==> src/rtl/imm_exec_pkg.sv <==
package imm_exec_pkg;
  localparam int unsigned OP_W = 6;

  localparam logic [OP_W-1:0] OPC_ADD = 6'd8;
  localparam logic [OP_W-1:0] OPC_SLT = 6'd10;
  localparam logic [OP_W-1:0] OPC_AND = 6'd12;
  localparam logic [OP_W-1:0] OPC_OR  = 6'd13;
  localparam logic [OP_W-1:0] OPC_LUI = 6'd15;

  typedef enum logic [2:0] {
    KIND_NONE,
    KIND_ADD,
    KIND_SLT,
    KIND_AND,
    KIND_OR,
    KIND_LUI
  } op_kind_e;
endpackage

==> src/rtl/imm_decode.sv <==
module imm_decode
  import imm_exec_pkg::*;
(
  input  logic [OP_W-1:0] opcode_i,
  output op_kind_e        kind_o,
  output logic            sign_ext_o,
  output logic            known_o
);
  always_comb begin
    kind_o     = KIND_NONE;
    sign_ext_o = 1'b0;
    unique case (opcode_i)
      OPC_ADD: begin kind_o = KIND_ADD; sign_ext_o = 1'b1; end
      OPC_SLT: begin kind_o = KIND_SLT; sign_ext_o = 1'b1; end
      OPC_AND: kind_o = KIND_AND;
      OPC_OR:  kind_o = KIND_OR;
      OPC_LUI: kind_o = KIND_LUI;
      default: kind_o = KIND_NONE;
    endcase
    known_o = (kind_o != KIND_NONE);
  end
endmodule

==> src/rtl/imm_extend.sv <==
module imm_extend #(
  parameter int unsigned DATA_W = 32,
  parameter int unsigned IMM_W  = 16
) (
  input  logic [IMM_W-1:0]  imm_i,
  input  logic              sign_ext_i,
  output logic [DATA_W-1:0] ext_o
);
  localparam int unsigned FILL_W = DATA_W - IMM_W;

  logic fill_bit;
  assign fill_bit = sign_ext_i & imm_i[IMM_W-1];
  assign ext_o    = {{FILL_W{fill_bit}}, imm_i};
endmodule

==> src/rtl/imm_alu.sv <==
module imm_alu
  import imm_exec_pkg::*;
#(
  parameter int unsigned DATA_W = 32,
  parameter int unsigned IMM_W  = 16
) (
  input  op_kind_e          kind_i,
  input  logic [DATA_W-1:0] rs_i,
  input  logic [DATA_W-1:0] ext_i,
  input  logic [IMM_W-1:0]  imm_i,
  output logic [DATA_W-1:0] res_o
);
  localparam int unsigned UP_SHIFT = DATA_W - IMM_W;

  logic              lt;
  logic [DATA_W-1:0] upper;

  assign lt    = $signed(rs_i) < $signed(ext_i);
  assign upper = {imm_i, {UP_SHIFT{1'b0}}};

  always_comb begin
    unique case (kind_i)
      KIND_ADD: res_o = rs_i + ext_i;
      KIND_SLT: res_o = {{(DATA_W-1){1'b0}}, lt};
      KIND_AND: res_o = rs_i & ext_i;
      KIND_OR:  res_o = rs_i | ext_i;
      KIND_LUI: res_o = upper;
      default:  res_o = '0;
    endcase
  end
endmodule

==> src/rtl/imm_exec_unit.sv <==
module imm_exec_unit
  import imm_exec_pkg::*;
#(
  parameter int unsigned DATA_W = 32,
  parameter int unsigned IMM_W  = 16,
  parameter int unsigned IDX_W  = 5
) (
  input  logic              clk_i,
  input  logic              rst_ni,
  input  logic              valid_i,
  input  logic [OP_W-1:0]   opcode_i,
  input  logic [DATA_W-1:0] rs_val_i,
  input  logic [IDX_W-1:0]  rt_idx_i,
  input  logic [IMM_W-1:0]  imm_i,
  output logic              valid_o,
  output logic              wr_en_o,
  output logic [IDX_W-1:0]  dst_idx_o,
  output logic [DATA_W-1:0] result_o
);
  op_kind_e          kind;
  logic              sign_ext;
  logic              known;
  logic [DATA_W-1:0] ext_imm;
  logic [DATA_W-1:0] alu_res;

  imm_decode u_dec (
    .opcode_i   (opcode_i),
    .kind_o     (kind),
    .sign_ext_o (sign_ext),
    .known_o    (known)
  );

  imm_extend #(.DATA_W(DATA_W), .IMM_W(IMM_W)) u_ext (
    .imm_i      (imm_i),
    .sign_ext_i (sign_ext),
    .ext_o      (ext_imm)
  );

  imm_alu #(.DATA_W(DATA_W), .IMM_W(IMM_W)) u_alu (
    .kind_i (kind),
    .rs_i   (rs_val_i),
    .ext_i  (ext_imm),
    .imm_i  (imm_i),
    .res_o  (alu_res)
  );

  always_ff @(posedge clk_i or negedge rst_ni) begin
    if (!rst_ni) begin
      valid_o   <= 1'b0;
      wr_en_o   <= 1'b0;
      dst_idx_o <= '0;
      result_o  <= '0;
    end else begin
      valid_o <= valid_i;
      wr_en_o <= valid_i && known && (rt_idx_i != '0);
      if (valid_i) begin
        dst_idx_o <= rt_idx_i;
        result_o  <= alu_res;
      end
    end
  end

  assert_valid_latency_R7: assert property (@(posedge clk_i) disable iff (!rst_ni)
    valid_i |=> valid_o);
  assert_idle_quiet_R10: assert property (@(posedge clk_i) disable iff (!rst_ni)
    !valid_i |=> (!valid_o && !wr_en_o && $stable(result_o)));
  assert_zero_dst_R9: assert property (@(posedge clk_i) disable iff (!rst_ni)
    (valid_i && rt_idx_i == '0) |=> !wr_en_o);
  assert_bad_op_R8: assert property (@(posedge clk_i) disable iff (!rst_ni)
    (valid_i && opcode_i != OPC_ADD && opcode_i != OPC_SLT && opcode_i != OPC_AND
     && opcode_i != OPC_OR && opcode_i != OPC_LUI) |=> (!wr_en_o && result_o == '0));
  assert_slt_bool_R3: assert property (@(posedge clk_i) disable iff (!rst_ni)
    (valid_i && opcode_i == OPC_SLT) |=> (result_o[DATA_W-1:1] == '0));
  assert_lui_low_R6: assert property (@(posedge clk_i) disable iff (!rst_ni)
    (valid_i && opcode_i == OPC_LUI) |=> (result_o[DATA_W-IMM_W-1:0] == '0));
endmodule

==> config.mk <==
export PLATFORM = sky130hd
export DESIGN_NAME = imm_exec_unit
export DESIGN_NICKNAME = d
export VERILOG_FILES = /design/src/rtl/imm_exec_pkg.sv /design/src/rtl/imm_decode.sv /design/src/rtl/imm_extend.sv /design/src/rtl/imm_alu.sv /design/src/rtl/imm_exec_unit.sv
export SDC_FILE = /design/constraint.sdc
export NUM_CORES = 1
export LEC_CHECK = 0
export ABC_CLOCK_PERIOD_IN_PS = 1100
export BUFFER_PORTS_ARGS = -buffer_cell sky130_fd_sc_hd__buf_2
export CELL_PAD_IN_SITES_DETAIL_PLACEMENT = 1
export CELL_PAD_IN_SITES_GLOBAL_PLACEMENT = 1
export CORE_ASPECT_RATIO = 1.75
export CORE_MARGIN = 4
export CORE_UTILIZATION = 42
export CTS_CLUSTER_SIZE = 40
export DETAILED_ROUTE_END_ITERATION = 7
export HOLD_SLACK_MARGIN = 0.03
export PLACE_DENSITY = 0.88
export REMOVE_ABC_BUFFERS = 1
export SLEW_MARGIN = 20
export SYNTH_ARGS = -nofsm -noshare
export SYNTH_HDL_FRONTEND = slang
export SYNTH_SLANG_ARGS = --single-unit
==> constraint.sdc <==
create_clock -name clk_i -period 1.1 [get_ports clk_i]
set_input_delay 0.22 -clock clk_i [delete_from_list [all_inputs] [get_ports clk_i]]
set_output_delay 0.22 -clock clk_i [all_outputs]
set_load 0.02 [all_outputs]
==> impl_metrics.env, run 1 <==
export IMPL_status="stopped before the end"
export IMPL_stop_stage="clock tree synthesis (4_1_cts)"
export IMPL_error_line="[ERROR DPL-0033] detailed placement checks failed during check placement."
export IMPL_netlist_area_mm2=0.00504
export IMPL_placement_cell_area_mm2=0.00726
export IMPL_clockRootBuffer="clkbuf_16"
export IMPL_post_cts_buffers=39
export IMPL_die_w_um=90.8
export IMPL_clock_sinks=39
export IMPL_gp_congestion=0.985
export IMPL_synth_distinct_cells=63
export IMPL_cts_buffer_depth=2
export IMPL_synthCells=632
export IMPL_numCtsBuffers=5
export IMPL_synthArstFlopShare=1.00
export IMPL_initial_core_util=0.432
export IMPL_io_pins=101
export IMPL_io_buffer_count=100
export IMPL_ys_seq_area_frac=0.194
export IMPL_avgSynthCellArea_um2=7.97
export IMPL_die_y_um=153
export IMPL_dp_hpwl_um=20200
export IMPL_cts_resized=189
export IMPL_h_tree_depth=2
export IMPL_synth_seq_cells=39
export IMPL_yosysWarnings=0
export IMPL_synth_edff_count=0
export IMPL_synthFlopType="dfrtp_1"
export IMPL_ctsHoldBuffers=1
export IMPL_num_rows=52
-- per-stage QoR --
step            util  setup TNS [ns]  cells  hold WS [ns]  worst slack [ns]
3_5_place_dp   0.623          -57.59   1051         0.222             -2.75
3_3_place_gp   0.623          -50.58   1051         0.214             -2.23
2_1_floorplan      -          -64.67    602       -0.0756             -2.73
-- logic make-up after synthesis --
family,share of synthesized area
fa+ha+maj,0.242
compound gates,0.283
xor+xnor,0.0400
buf+inv,0.0810
flops,0.194
mux,0.0152
simple gates,0.144
-- cell usage after synthesis (4+ instances only) --
cell / n / area, µm²
ha_1: 96 / 1200
inv_1: 72 / 270
nor2_1: 55 / 206
a21oi_1: 52 / 260
nand2_1: 50 / 188
dfrtp_1: 39 / 976
o21ai_0: 29 / 145
clkbuf_1: 17 / 63.8
o2bb2ai_1: 16 / 140
xnor2_1: 15 / 131
a221oi_1: 13 / 114
a21o_1: 12 / 90.1
a22oi_1: 10 / 75.1
o21bai_1: 9 / 67.6
o221ai_1: 9 / 78.8
a31oi_1: 8 / 50.1
buf_2: 8 / 40.0
nand2b_1: 8 / 50.1
nand3_1: 8 / 40.0
nor3_1: 8 / 40.0
nor4_1: 8 / 50.1
xor2_1: 8 / 70.1
o21ai_1: 7 / 35.0
a211oi_1: 5 / 37.5
a221o_1: 5 / 50.1
mux2_2: 5 / 56.3
and3_1: 4 / 25.0
nor3b_1: 4 / 30.0
==> run 2, diff against run 1 <==
CELL_PAD_IN_SITES_DETAIL_PLACEMENT = unset   (was 1)
CELL_PAD_IN_SITES_GLOBAL_PLACEMENT = unset   (was 1)
CORE_ASPECT_RATIO = unset   (was 1.75)
CORE_UTILIZATION = 27   (was 42)
CTS_CLUSTER_SIZE = unset   (was 40)
HOLD_SLACK_MARGIN = unset   (was 0.03)
PLACE_DENSITY = unset   (was 0.88)
PLACE_DENSITY_LB_ADDON = 0.15   (was unset)
==> impl_metrics.env, run 2 <==
export IMPL_layout_setup_ws_ns=-1.64
export IMPL_final_cell_mix="buf_4, buf_2, ha_1, inv_1, nor2_1"
export IMPL_drtAntennaViolNets=0
export IMPL_ff_latch_area_um2=976
export IMPL_drtIter0Drc=355
export IMPL_tightest_slew_ns=0.435
export IMPL_grt_antenna_before_repair=0
export IMPL_synth_distinct_cells=63
export IMPL_yosysWarnings=0
export IMPL_fill_cells=1692
export IMPL_synth_commonest_cells="ha_1, inv_1, nor2_1"
export IMPL_synth_top_area_share=0.239
export IMPL_clockRootBuffer="clkbuf_16"
export IMPL_cts_tree="yes"
export IMPL_grt_pass1_vias=6246
export IMPL_clk_latency_ns=0.30
export IMPL_num_rows=49
export IMPL_overflow=0
export IMPL_rsz0062_at_grt="true"
export IMPL_multi_input_area_mm2=0.00463
export IMPL_final_common_cell="buf_4"
export IMPL_area_delta_synth_final_pct=83.8
export IMPL_grt_use_total=0.202
export IMPL_critPathKind="input port to flip-flop"
export IMPL_slew_headroom=0.710
export IMPL_hold_viol=0
export IMPL_io_buffer_count=100
export IMPL_gp_congestion=0.890
export IMPL_max_freq_mhz=366
export IMPL_tns_ns=-33.65
export IMPL_clk_pin_slew_worst_paths_ns=0.07
export IMPL_drc=0
export IMPL_synthArstFlopShare=1.00
export IMPL_dp_hpwl_um=16300
export IMPL_r2r_slack_ns=0.09
export IMPL_reg_largest_list="result_o (32), dst_idx_o (5)"
export IMPL_setup_violations=32
export IMPL_die_w_um=145
export IMPL_wl_per_cell_um=18.1
export IMPL_regToRegEndpoint="result_o[31]$_DFFE_PN0P_"
export IMPL_hold_path_class="input port to flip-flop"
export IMPL_drt_total_wl_um=21700
export IMPL_firstDrtPassIters=6
export IMPL_routed_via_density=5.08
export IMPL_drv_slew=0
export IMPL_synthCells=632
export IMPL_cts_buffer_depth=2
export IMPL_synth_edff_count=0
export IMPL_finClkSkew_ns=0
export IMPL_synthFlopType="dfrtp_1"
export IMPL_yosys_area_top_type="ha_1"
export IMPL_crit_start="opcode_i[4]"
export IMPL_initial_core_util=0.278
export IMPL_ff2ff_path_depth=2
export IMPL_fin_nets=1129
export IMPL_placement_cell_area_mm2=0.00742
export IMPL_r2r_start="result_o[31]$_DFFE_PN0P_"
export IMPL_cp_data_required_time_ns=1.28
export IMPL_final_area_mm2=0.00926
export IMPL_drive_gt1_frac=0.524
export IMPL_place_inst=1148
export IMPL_clock_sinks=39
export IMPL_crit_fanout=7
export IMPL_grt_max_degree=40
export IMPL_violations="negative setup slack"
export IMPL_leakagePower_nw=4.55
export IMPL_avgSynthCellArea_um2=7.97
export IMPL_vias=6092
export IMPL_cp_start_kind="input port"
export IMPL_ir_worst_vdd_mv=0.531
export IMPL_powerDensity_mw_per_mm2=673
export IMPL_netlist_top_cells_area="ha_1, dfrtp_1, inv_1"
export IMPL_synth_seq_cells=39
export IMPL_pre_cts_ws_ns=-2.37
export IMPL_die_y_um=145
export IMPL_cp_arrival_ns=2.92
export IMPL_fin_crit_ns=2.74
export IMPL_ys_seq_area_frac=0.194
export IMPL_status="complete, but fails checks"
export IMPL_crit_end="result_o[31]$_DFFE_PN0P_"
export IMPL_dieArea_mm2=0.0209
export IMPL_h_tree_depth=2
export IMPL_antenna_cells_inserted=0
export IMPL_top_register="result_o"
export IMPL_numCtsBuffers=5
export IMPL_io_pins=101
export IMPL_largest_reg_flops=32
export IMPL_synth_most_common_cell="ha_1"
export IMPL_core_mm2=0.0181
export IMPL_maxCapViolCount=0
export IMPL_grt_pass1_wl_um=32900
export IMPL_layoutNonFillerInstCount=1200
export IMPL_netlist_area_mm2=0.00504
export IMPL_fin_crit_sh=2.49
export IMPL_crit_path_end_kind="flip-flop"
-- run 2: cell families after synthesis --
family / after synthesis / share of synthesized area
flip-flops: 39 / 0.194
adder cells (fa/ha/maj): 97 / 0.242
multiplexers: 7 / 0.0152
XOR/XNOR: 23 / 0.0400
buffers and inverters: 102 / 0.0810
AO/OA/AOI/OAI: 205 / 0.283
AND/OR/NAND/NOR: 159 / 0.144
-- run 2: per-layer routing --
layer	vias up	wire, µm	global-route usage
met5	-	0	0
met2	158	10200	0.331
li1	2930	-	-
met4	0	593	0.0633
met1	2970	10000	0.275
met3	34	857	0.0308
-- run 2: worst min path at each step --
stage                      startpoint                       end  cells past startpoint
after floorplan                rst_ni  dst_idx_o[0]$_DFFE_PN0P_                      0
after global placement         rst_ni   result_o[5]$_DFFE_PN0P_                      2
after detailed placement       rst_ni   result_o[5]$_DFFE_PN0P_                      2
after CTS                 rt_idx_i[1]  dst_idx_o[1]$_DFFE_PN0P_                      2
after global routing      rt_idx_i[4]  dst_idx_o[4]$_DFFE_PN0P_                      2
final                     rt_idx_i[1]  dst_idx_o[1]$_DFFE_PN0P_                      2
-- run 2: metrics by stage --
step	util	hold WS, ns	power [W]
3_5_place_dp	0.409	0.221	0.00357
3_3_place_gp	0.409	0.223	0.00355
2_1_floorplan	-	-0.0756	0.00241
6_report	0.510	0.166	0.00623
4_1_cts	0.474	0.157	0.00602
5_1_grt	0.510	0.164	0.00654
-- run 2: power breakdown --
| part | leakage [nW] | switching [W] | internal [W] |
|---|---|---|---|
| Sequential | 0.531 | 0.0000102 | 0.00146 |
| Combinational | 3.93 | 0.00137 | 0.00137 |
| Clock | 0.0911 | 0.000714 | 0.00131 |
-- run 2: worst max-delay path: stages --
cell and delay (ns):
buf_6 0.10, nor3b_4 0.20, nor3b_4 0.21, buf_6 0.15, nand2_8 0.10, ha_4 0.29
nand4_1 0.16, or3_4 0.45, o2111ai_4 0.23, o21ai_2 0.10, o21ai_2 0.22, a21oi_2 0.09
xnor2_1 0.13, a221o_1 0.29
-- run 2: timing repair --
action                                  CTS  global route
resized for setup                       166            91
hold buffers                              1             0
endpoints found under the setup margin   36            40
gates cloned                              0             0
pin swaps                                71            69
hold endpoints to repair                 39             0
buffers inserted                         23            26
-- run 2: area by class of cell --
type                       count  area share
inverter                      72      0.0312
clock buffer                   6      0.0139
sequential                    39       0.105
clock inverter                 2     0.00649
tap                          229      0.0310
timing repair buffer         361       0.312
multi-input combinational    491       0.500
Power figures use the tool's default switching activity.
==> run 3, diff against run 2 <==
ABC_CLOCK_PERIOD_IN_PS = 3050   (was 1100)
CTS_BUF_LIST = sky130_fd_sc_hd__clkbuf_4   (was unset)
clock period = 3.05 ns   (was 1.1 ns; I/O delays follow)
==> impl_metrics.env, run 3 (synthesis gave the netlist of run 2 again) <==
export IMPL_grt_antenna_before_repair=0
export IMPL_largest_reg_flops=32
export IMPL_io_pins=101
export IMPL_critPathKind="input port to flip-flop"
export IMPL_crit_family="simple AND/OR/NAND/NOR gates"
export IMPL_grt_use_total=0.182
export IMPL_finClkSkew_ns=0
export IMPL_critPathSlowestCell="or3_4"
export IMPL_drtIter0Drc=368
export IMPL_pwr_share_clk=0.254
export IMPL_clockRootBuffer="clkbuf_4"
export IMPL_critPathMaxStageDelay_ns=0.36
export IMPL_ff2ff_path_depth=3
export IMPL_maxCapViolCount=0
export IMPL_overflow=0
export IMPL_drive_gt1_frac=0.337
export IMPL_setup_violations=0
export IMPL_final_common_cell="buf_4"
export IMPL_regToRegEndpoint="result_o[30]$_DFFE_PN0P_"
export IMPL_drtAntennaViolNets=0
export IMPL_initial_core_util=0.278
export IMPL_antenna_cells_inserted=0
export IMPL_vias=5503
export IMPL_cp_arrival_ns=3.32
export IMPL_utilization=0.384
export IMPL_p_sw_frac=0.383
export IMPL_layoutNonFillerInstCount=1067
export IMPL_grt_pass1_wl_um=29600
export IMPL_hold_viol=0
export IMPL_grt_pass1_vias=5500
export IMPL_ir_worst_vdd_mv=0.122
export IMPL_rsz0062_at_grt="true"
export IMPL_drc=0
export IMPL_area_delta_synth_final_pct=38.5
export IMPL_wl_per_cell_um=18.2
export IMPL_reg_largest_list="result_o (32), dst_idx_o (5)"
export IMPL_clock_sinks=39
export IMPL_die_y_um=145
export IMPL_die_w_um=145
export IMPL_path_buf_inv=2
export IMPL_status="finished clean"
export IMPL_cp_start_kind="input port"
export IMPL_fin_crit_sh=0.980
export IMPL_seqPwrFrac=0.328
export IMPL_worstPathCellList="buf_6 -> nor3b_4 -> nor3b_4 -> nand2_2 -> buf_8 -> ha_4 -> nand4_1 -> or3_4 -> o2111ai_2 -> o21ai_2 -> o21ai_2 -> a21oi_2 -> xnor2_1 -> a221o_1"
export IMPL_placement_cell_area_mm2=0.00663
export IMPL_place_inst=1054
export IMPL_fin_crit_ns=2.99
export IMPL_clk_pin_slew_worst_paths_ns=0.17
export IMPL_leakagePower_nw=3.60
export IMPL_drt_total_wl_um=19400
export IMPL_ctsHoldBuffers=0
export IMPL_num_rows=49
export IMPL_firstDrtPassIters=5
export IMPL_dieArea_mm2=0.0209
export IMPL_grt_max_degree=40
export IMPL_final_cell_mix="buf_4, buf_2, ha_1, inv_1, nor2_1"
export IMPL_r2r_slack_ns=2.06
export IMPL_h_tree_depth=2
export IMPL_clk_latency_ns=0.40
export IMPL_cts_buffer_depth=2
export IMPL_routed_via_density=5.16
export IMPL_drv_slew=0
export IMPL_cp_data_required_time_ns=3.38
export IMPL_fin_nets=996
export IMPL_power_switching_w=0.000620
export IMPL_p_comb_frac=0.419
export IMPL_slew_headroom=0.517
export IMPL_gp_congestion=0.924
export IMPL_internal_power_w=0.000997
export IMPL_numCtsBuffers=5
export IMPL_crit_path_end_kind="flip-flop"
export IMPL_r2r_start="result_o[30]$_DFFE_PN0P_"
export IMPL_max_freq_mhz=335
export IMPL_final_area_mm2=0.00697
export IMPL_crit_fanout=7
export IMPL_io_buffer_count=100
export IMPL_tightest_slew_ns=0.723
export IMPL_top_register="result_o"
export IMPL_powerDensity_mw_per_mm2=232
export IMPL_dp_hpwl_um=15100
export IMPL_hold_path_class="input port to asynchronous set/reset pin"
export IMPL_cts_tree="yes"
export IMPL_core_mm2=0.0181
export IMPL_whs_ns=0.182
run 3: cell count changes in the layout (fill, tap and decap cells not counted), moves of 11 or more:
cell	change
a21oi_1	+18
a21oi_2	-11
buf_12	-12
buf_2	+16
buf_4	-86
buf_6	-44
ha_1	+20
ha_4	-17
run 3: power by group through the flow:
stage                     logic, W  clock network (W)  registers (W)
after floorplan           0.000318                  0       0.000551
after global placement    0.000639                  0       0.000539
after detailed placement  0.000645                  0       0.000540
after CTS                 0.000661           0.000429       0.000530
after global routing      0.000743           0.000445       0.000531
final                     0.000677           0.000410       0.000530
run 3: how the worst max path moves through the flow:
stage | startpoint | endpoint | slack [ns] | cells after the start
2_1_floorplan | opcode_i[5] | result_o[31]$_DFFE_PN0P_ | -1.17 | 13
3_3_place_gp | opcode_i[5] | result_o[31]$_DFFE_PN0P_ | -0.81 | 14
3_5_place_dp | opcode_i[5] | result_o[30]$_DFFE_PN0P_ | -0.99 | 15
4_1_cts | opcode_i[4] | result_o[31]$_DFFE_PN0P_ | 0.01 | 14
5_1_grt | opcode_i[5] | result_o[29]$_DFFE_PN0P_ | -0.06 | 17
6_report | opcode_i[5] | result_o[31]$_DFFE_PN0P_ | 0.06 | 14
run 3: layer usage:
layer	track usage	up-vias	part of all wire
li1	-	2659	-
met1	0.254	2655	0.47
met2	0.289	169	0.44
met3	0.0308	20	0.058
met4	0.0506	0	0.022
met5	0	-	0
run 3: per-stage QoR:
| stage | total power [W] | worst slack, ns | TNS [ns] |
|---|---|---|---|
| 2_1_floorplan | 0.000869 | -1.17 | -14.00 |
| 3_3_place_gp | 0.00118 | -0.809 | -9.16 |
| 3_5_place_dp | 0.00118 | -0.991 | -11.09 |
| 4_1_cts | 0.00162 | 0.0118 | 0 |
| 5_1_grt | 0.00172 | -0.0626 | -0.223 |
| 6_report | 0.00162 | 0.0610 | 0 |
run 3: timing repair:
item                       CTS  global route
hold endpoints to repair     0             0
pin swaps                    9            12
gates cloned                 0             0
setup buffers                2             3
setup endpoints to repair   13             9
gates resized for setup     16            24
run 3: final cells by class:
class	count	area (µm²)
fillers	1940	11200
multi-input cells	491	3870
repair buffers	228	1490
flip-flops and latches	39	976
well taps	229	287
inverters	72	274
clock inverters	3	38.8
clock buffers	5	37.5
